### src/rtl/dwm_pkg.sv
package dwm_pkg;

  localparam logic [4:0] FC_RDADDR  = 5'd0;
  localparam logic [4:0] FC_READ    = 5'd2;
  localparam logic [4:0] FC_TESTLAM = 5'd8;
  localparam logic [4:0] FC_CLEAR   = 5'd9;
  localparam logic [4:0] FC_CLRLAM  = 5'd10;
  localparam logic [4:0] FC_EXTON   = 5'd11;
  localparam logic [4:0] FC_WRITE   = 5'd16;
  localparam logic [4:0] FC_INCOFF  = 5'd17;
  localparam logic [4:0] FC_LDADDR  = 5'd18;
  localparam logic [4:0] FC_EXTOFF  = 5'd19;
  localparam logic [4:0] FC_LAMOFF  = 5'd24;
  localparam logic [4:0] FC_INCON   = 5'd25;
  localparam logic [4:0] FC_LAMON   = 5'd26;

  // strobes from control to datapath
  typedef struct packed {
    logic ldAddr;   // load address from write lines
    logic clrAddr;  // force address to zero
    logic incAddr;  // step address
    logic latchWr;  // capture write data and access address
    logic capOut;   // read-ahead word to host read lines
    logic capAddr;  // address to host read lines
    logic memRd;    // issue array read at address
    logic memWr;    // issue array write from latches
    logic loadOut;  // capture array data into read-ahead register
  } dpStrobe_t;

  typedef enum logic [1:0] {
    ST_IDLE  = 2'd0,
    ST_WRITE = 2'd1,
    ST_FETCH = 2'd2,
    ST_LOAD  = 2'd3
  } ctrlState_t;

  function automatic logic knownCode(input logic [4:0] f);
    case (f)
      FC_RDADDR, FC_READ, FC_TESTLAM, FC_CLEAR, FC_CLRLAM, FC_EXTON,
      FC_WRITE, FC_INCOFF, FC_LDADDR, FC_EXTOFF, FC_LAMOFF, FC_INCON,
      FC_LAMON: return 1'b1;
      default:  return 1'b0;
    endcase
  endfunction

endpackage

### src/rtl/dwmDatapath.sv
module dwmDatapath
  import dwm_pkg::*;
#(
  parameter int ADDR_W = 16,
  parameter int DATA_W = 16
) (
  input  logic              clk,
  input  logic              rstN,
  input  dpStrobe_t         strb,
  input  logic [DATA_W-1:0] wrData,
  input  logic [DATA_W-1:0] memRdata,
  output logic [ADDR_W-1:0] memAddr,
  output logic              memWe,
  output logic              memRe,
  output logic [DATA_W-1:0] memWdata,
  output logic [DATA_W-1:0] rdData,
  output logic              atLast
);

  localparam logic [ADDR_W-1:0] ADDR_ONE = {{(ADDR_W-1){1'b0}}, 1'b1};

  logic [ADDR_W-1:0] addr;
  logic [ADDR_W-1:0] accAddr;
  logic [DATA_W-1:0] wrLatch;
  logic [DATA_W-1:0] outReg;
  logic [DATA_W-1:0] addrWide;

  generate
    if (DATA_W > ADDR_W) begin : g_pad
      assign addrWide = {{(DATA_W-ADDR_W){1'b0}}, addr};
    end else begin : g_fit
      assign addrWide = addr;
    end
  endgenerate

  always_ff @(posedge clk) begin
    if (!rstN) begin
      addr <= '0;
    end else if (strb.clrAddr) begin
      addr <= '0;
    end else if (strb.ldAddr) begin
      addr <= wrData[ADDR_W-1:0];
    end else if (strb.incAddr) begin
      addr <= addr + ADDR_ONE;
    end
  end

  always_ff @(posedge clk) begin
    if (!rstN) begin
      accAddr <= '0;
      wrLatch <= '0;
    end else if (strb.latchWr) begin
      accAddr <= addr;
      wrLatch <= wrData;
    end
  end

  always_ff @(posedge clk) begin
    if (!rstN) begin
      outReg <= '0;
    end else if (strb.loadOut) begin
      outReg <= memRdata;
    end
  end

  always_ff @(posedge clk) begin
    if (!rstN) begin
      rdData <= '0;
    end else if (strb.capOut) begin
      rdData <= outReg;
    end else if (strb.capAddr) begin
      rdData <= addrWide;
    end
  end

  always_comb begin
    memAddr  = strb.memWr ? accAddr : addr;
    memWe    = strb.memWr;
    memRe    = strb.memRd;
    memWdata = wrLatch;
    atLast   = &addr;
  end

endmodule

### src/rtl/dwmCtrl.sv
module dwmCtrl
  import dwm_pkg::*;
(
  input  logic      clk,
  input  logic      rstN,
  input  logic      cmdStrobe,
  input  logic [4:0] funcCode,
  input  logic [3:0] subAddr,
  input  logic      initPulse,
  input  logic      atLast,
  output dpStrobe_t strb,
  output logic      respX,
  output logic      respQ,
  output logic      lamOut,
  output logic      intPortEn,
  output logic      extPortEn,
  output logic      busy
);

  ctrlState_t state, nextState;
  logic lamEn, autoInc;
  logic accept, valid, memCmd, qVal;
  logic doRead, doWrite, doLoad;

  always_comb begin
    busy    = (state != ST_IDLE);
    accept  = cmdStrobe && !busy && !initPulse;
    valid   = accept && (subAddr == 4'd0) && knownCode(funcCode);
    memCmd  = (funcCode == FC_READ) || (funcCode == FC_WRITE) ||
              (funcCode == FC_LDADDR);
    doRead  = valid && intPortEn && (funcCode == FC_READ);
    doWrite = valid && intPortEn && (funcCode == FC_WRITE);
    doLoad  = valid && intPortEn && (funcCode == FC_LDADDR);
    qVal    = valid && ((memCmd && intPortEn) ||
                        ((funcCode == FC_TESTLAM) && lamOut));
  end

  always_comb begin
    strb         = '0;
    strb.ldAddr  = doLoad;
    strb.clrAddr = valid && (funcCode == FC_CLEAR);
    strb.incAddr = (doRead || doWrite) && autoInc;
    strb.latchWr = doWrite;
    strb.capOut  = doRead;
    strb.capAddr = valid && (funcCode == FC_RDADDR);
    strb.memRd   = (state == ST_FETCH);
    strb.memWr   = (state == ST_WRITE);
    strb.loadOut = (state == ST_LOAD);
  end

  always_comb begin
    nextState = state;
    case (state)
      ST_IDLE: begin
        if (doWrite)                nextState = ST_WRITE;
        else if (doRead || doLoad)  nextState = ST_FETCH;
      end
      ST_WRITE: nextState = ST_IDLE;
      ST_FETCH: nextState = ST_LOAD;
      ST_LOAD:  nextState = ST_IDLE;
      default:  nextState = ST_IDLE;
    endcase
  end

  always_ff @(posedge clk) begin
    if (!rstN) state <= ST_IDLE;
    else       state <= nextState;
  end

  always_ff @(posedge clk) begin
    if (!rstN || initPulse) begin
      lamOut    <= 1'b0;
      lamEn     <= 1'b0;
      intPortEn <= 1'b1;
      extPortEn <= 1'b0;
      autoInc   <= 1'b1;
      respX     <= 1'b0;
      respQ     <= 1'b0;
    end else if (accept) begin
      respX <= valid;
      respQ <= qVal;
      if ((doRead || doWrite) && atLast && lamEn) lamOut <= 1'b1;
      if (valid) begin
        case (funcCode)
          FC_CLEAR: begin
            lamOut    <= 1'b0;
            lamEn     <= 1'b0;
            intPortEn <= 1'b1;
            extPortEn <= 1'b0;
            autoInc   <= 1'b1;
          end
          FC_CLRLAM: lamOut <= 1'b0;
          FC_LAMOFF: lamEn  <= 1'b0;
          FC_LAMON:  lamEn  <= 1'b1;
          FC_INCOFF: autoInc <= 1'b0;
          FC_INCON:  autoInc <= 1'b1;
          FC_EXTON: begin
            extPortEn <= 1'b1;
            intPortEn <= 1'b0;
          end
          FC_EXTOFF: begin
            extPortEn <= 1'b0;
            intPortEn <= 1'b1;
          end
          default: ;
        endcase
      end
    end
  end

endmodule

### src/rtl/dwMemCtrl.sv
module dwMemCtrl
  import dwm_pkg::*;
#(
  parameter int ADDR_W = 16,
  parameter int DATA_W = 16
) (
  input  logic              clk,
  input  logic              rstN,
  input  logic              cmdStrobe,
  input  logic [4:0]        funcCode,
  input  logic [3:0]        subAddr,
  input  logic [DATA_W-1:0] wrData,
  input  logic              initPulse,
  output logic [DATA_W-1:0] rdData,
  output logic              respX,
  output logic              respQ,
  output logic              lamOut,
  output logic              intPortEn,
  output logic              extPortEn,
  output logic              busy,
  output logic [ADDR_W-1:0] memAddr,
  output logic              memWe,
  output logic              memRe,
  output logic [DATA_W-1:0] memWdata,
  input  logic [DATA_W-1:0] memRdata
);

  dpStrobe_t strb;
  logic atLast;

  dwmCtrl ctrl_i (
    .clk       (clk),
    .rstN      (rstN),
    .cmdStrobe (cmdStrobe),
    .funcCode  (funcCode),
    .subAddr   (subAddr),
    .initPulse (initPulse),
    .atLast    (atLast),
    .strb      (strb),
    .respX     (respX),
    .respQ     (respQ),
    .lamOut    (lamOut),
    .intPortEn (intPortEn),
    .extPortEn (extPortEn),
    .busy      (busy)
  );

  dwmDatapath #(.ADDR_W(ADDR_W), .DATA_W(DATA_W)) dp_i (
    .clk      (clk),
    .rstN     (rstN),
    .strb     (strb),
    .wrData   (wrData),
    .memRdata (memRdata),
    .memAddr  (memAddr),
    .memWe    (memWe),
    .memRe    (memRe),
    .memWdata (memWdata),
    .rdData   (rdData),
    .atLast   (atLast)
  );

endmodule

### config.mk
export PLATFORM = sky130hd
export DESIGN_NAME = dwMemCtrl
export DESIGN_NICKNAME = d
export VERILOG_FILES = /design/src/rtl/dwm_pkg.sv /design/src/rtl/dwmDatapath.sv /design/src/rtl/dwmCtrl.sv /design/src/rtl/dwMemCtrl.sv
export SDC_FILE = /design/constraint.sdc
export NUM_CORES = 1
export LEC_CHECK = 0
export BUFFER_PORTS_ARGS = -buffer_cell sky130_fd_sc_hd__buf_2
export CORE_ASPECT_RATIO = 0.8
export CORE_MARGIN = 2
export CORE_UTILIZATION = 58
export DETAILED_ROUTE_END_ITERATION = 8
export GPL_TIMING_DRIVEN = 0
export PLACE_DENSITY = 0.91
export SYNTH_ARGS = -nofsm -noshare
export SYNTH_HDL_FRONTEND = slang
export SYNTH_SLANG_ARGS = --single-unit
### constraint.sdc
create_clock -name clk -period 6.5 [get_ports clk]
set_clock_uncertainty 0.2 [all_clocks]
set_input_delay 1.3 -clock clk [delete_from_list [all_inputs] [get_ports clk]]
set_output_delay 1.3 -clock clk [all_outputs]
set_load 0.01 [all_outputs]
==> flow_metrics.tcl <==
set metrics [dict create \
    fin_tns_setup_ps 0 \
    cts_resized 0 \
    grt_pass1_wl_mm 19.0 \
    placed_area_sq_mm 0.00502 \
    yosys-top-cells-count "nand2_1 (136), dfxtp_1 (89), a21boi_0 (54), clkbuf_1 (30)" \
    syn_avg_cell_area_sq_um 8.41 \
    area_growth_pct 18.1 \
    insertion_delay_ps 370 \
    path_class "flop to output pin" \
    worstMarginPinSlew_ps 725 \
    cts_tree "yes" \
    io_buffers 97 \
    synth_top_cell_by_area "dfxtp_1" \
    layout.nets 677 \
    rows 28 \
    synth.distinct_cells 53 \
    period_share_pct 61.3 \
    synth_edf_count 0 \
    min_path_type "flop to flop" \
    clk_pin_slew_ps 100 \
    via_per_inst 5.72 \
    wl_per_cell_um 16.1 \
    synthesis.area_sq_mm 0.00440 \
    holdPathStages 2 \
    pwr_density_cell_mw_per_mm2 183 \
    total_power_mw 0.952 \
    root_buffer "clkbuf_8" \
    start_util_pct 59.5 \
    insertedDiodeCount 0 \
    clk_path_buf_depth 2 \
    htreeDepth 3 \
    period_needed_ps 3980 \
    first_global_vias 3885 \
    grt_remaining_overflow 0 \
    fin_area_sq_mm 0.00520 \
    grt_max_degree 16 \
    yosysMostFrequentCell "nand2_1" \
    die_x_um 101 \
    synth_area_leaders "dfxtp_1 (40%), nand2_1 (12%), a21boi_0 (9.2%)" \
    cts.sinks 89 \
    cp.required_ps 5000 \
    hold_viol_final 0 \
    reg2reg_slack_ps 3460 \
    yosysWarnings 0 \
    crit_path_max_fanout 10 \
    die_y_um 81.9 \
    synthArstFlopShare_pct 0 \
    start_kind "flop" \
    drc 0 \
    syn_inst 523 \
    crit_arrival_ps 2480 \
    ys_seq_elements 89 \
    drtPass1Iterations 5 \
    slew_headroom_pct 51.6 \
    synth_top_area_share_pct 40.5 \
    setup_viol 0 \
    drt-total-wl_mm 11.9 \
    min_to "dp_i.rdData[13]" \
    power_leakage_nw 2.02 \
    hp-start "dp_i.outReg[13]" \
    drt_iter0_markers 412 \
    r2r_cells 7 \
    cts_made_buffers 9 \
    grt_antenna_before_repair 0 \
    maxCapViolations 0 \
    r2r-end "dp_i.memWdata[13]" \
    r2r_start "ctrl_i.state[0]" \
    die-area_sq_mm 0.00830 \
    postRouteAntennaNets 0 \
    place_congestion 0.901 \
    io_pins 101 \
    via_count 4238 \
    core_sq_mm 0.00739 \
    hold_buffers 0 \
    cp-end-kind "output pin" \
    drive_gt1_share_pct 28.0 \
    fmax_mhz 251 \
    status "complete, no violations" \
    ys.flop_type "dfxtp_1" \
    hpwl_mm 8.76 \
    yosysSeqAreaShare_pct 40.5 \
    ir_worst_vdd_v 0.000150 \
    slew_violations 0 \
    syn_nets 569 \
    postCtsSetupRepairBufs 0 \
    track_usage_pct 29.6 \
    rsz0062_at_grt "no" \
]
-- flip-flops by register name, indices dropped and copies added, names as in the netlist --
name,flops
dp_i.accAddr,16
ctrl_i.respQ,1
ctrl_i.lamEn,1
ctrl_i.state,2
ctrl_i.lamOut,1
ctrl_i.autoInc,1
dp_i.memWdata,16
ctrl_i.respX,1
ctrl_i.intPortEn,1
dp_i.outReg,16
dp_i.rdData,16
ctrl_i.extPortEn,1
dp_i.addr,16
-- critical path, stage by stage, from the launching register on --
cell and delay [ps]:
dfxtp_1 460, or2b_1 140, clkbuf_1 410, buf_1 530, mux2_2 430, buf_2 140
-- cells in the final DEF, fill, tap and decap left out, types with 4 or more instances in the layout --
cell         n
o21ai_0      7
clkbuf_8    10
nand3_1     15
a21boi_2    10
buf_2      112
nor3b_1      4
a22oi_1     17
clkbuf_1    30
nor2b_1      7
nand2_1    136
and3_1       5
a21oi_1     16
nor4_1       5
a22oi_2     10
xor2_1       7
nor3_1       7
a2bb2oi_1    5
mux2_2      17
a31oi_1      6
a21boi_0    54
dfxtp_1     89
nor2_1      11
inv_1        6
nand4_1      5
-- logic make-up after synthesis --
group | count (synthesis) | synth area share (%)
AO/OA/AOI/OAI | 136 | 24.3
XOR/XNOR | 8 | 1.59
adder cells (fa/ha/maj) | 1 | 0.284
buffers and inverters | 55 | 5.63
flip-flops | 89 | 40.5
multiplexers | 19 | 4.81
AND/OR/NAND/NOR | 215 | 22.9
-- stage by stage --
stage | hold slack (ps) | util, % | cells | setup slack [ps]
after CTS | 268 | 70.3 | 741 | 2520
after global routing | 286 | 70.3 | 741 | 2370
after global placement | 247 | 67.9 | 725 | 2600
after detailed placement | 255 | 67.9 | 725 | 2610
after floorplan | 241 | - | 523 | 3110
final | 260 | 70.3 | 741 | 2520
-- how the worst max path moves through the flow --
stage | from | to | slack (ps) | cells past startpoint
2_1_floorplan | initPulse | dp_i.rdData[9] | 3110 | 7
3_3_place_gp | initPulse | dp_i.memWdata[12] | 2600 | 8
3_5_place_dp | initPulse | dp_i.accAddr[13] | 2610 | 8
4_1_cts | ctrl_i.state[1] | memAddr[1] | 2520 | 5
5_1_grt | ctrl_i.state[1] | memAddr[0] | 2370 | 5
6_report | ctrl_i.state[1] | memAddr[1] | 2520 | 5
-- layer usage --
metal  vias to the layer above  GRT usage [%]  routed length (um)
met3                        29           8.00                1310
li1                       2029              -                   -
met2                       248           47.0                5390
met4                         0           8.92                 227
met5                         -              0                   0
met1                      1932           39.5                5020
-- final cells by class --
class,count,area (sq um)
Multi-Input combinational cell,379,2370
Inverter,6,22.5
Tap cell,105,131
Fill cell,602,2200
Timing Repair Buffer,97,485
Clock buffer,10,138
Clock inverter,6,41.3
Sequential cell,89,1780
Buffer,49,225
-- report_power, final --
part	total, mW	leakage (nW)	internal, mW	switching [mW]
Clock	0.358	0.0968	0.151	0.207
Combinational	0.0499	1.21	0.0217	0.0281
Sequential	0.545	0.716	0.545	0.0000944
Power figures use the tool's default switching activity.
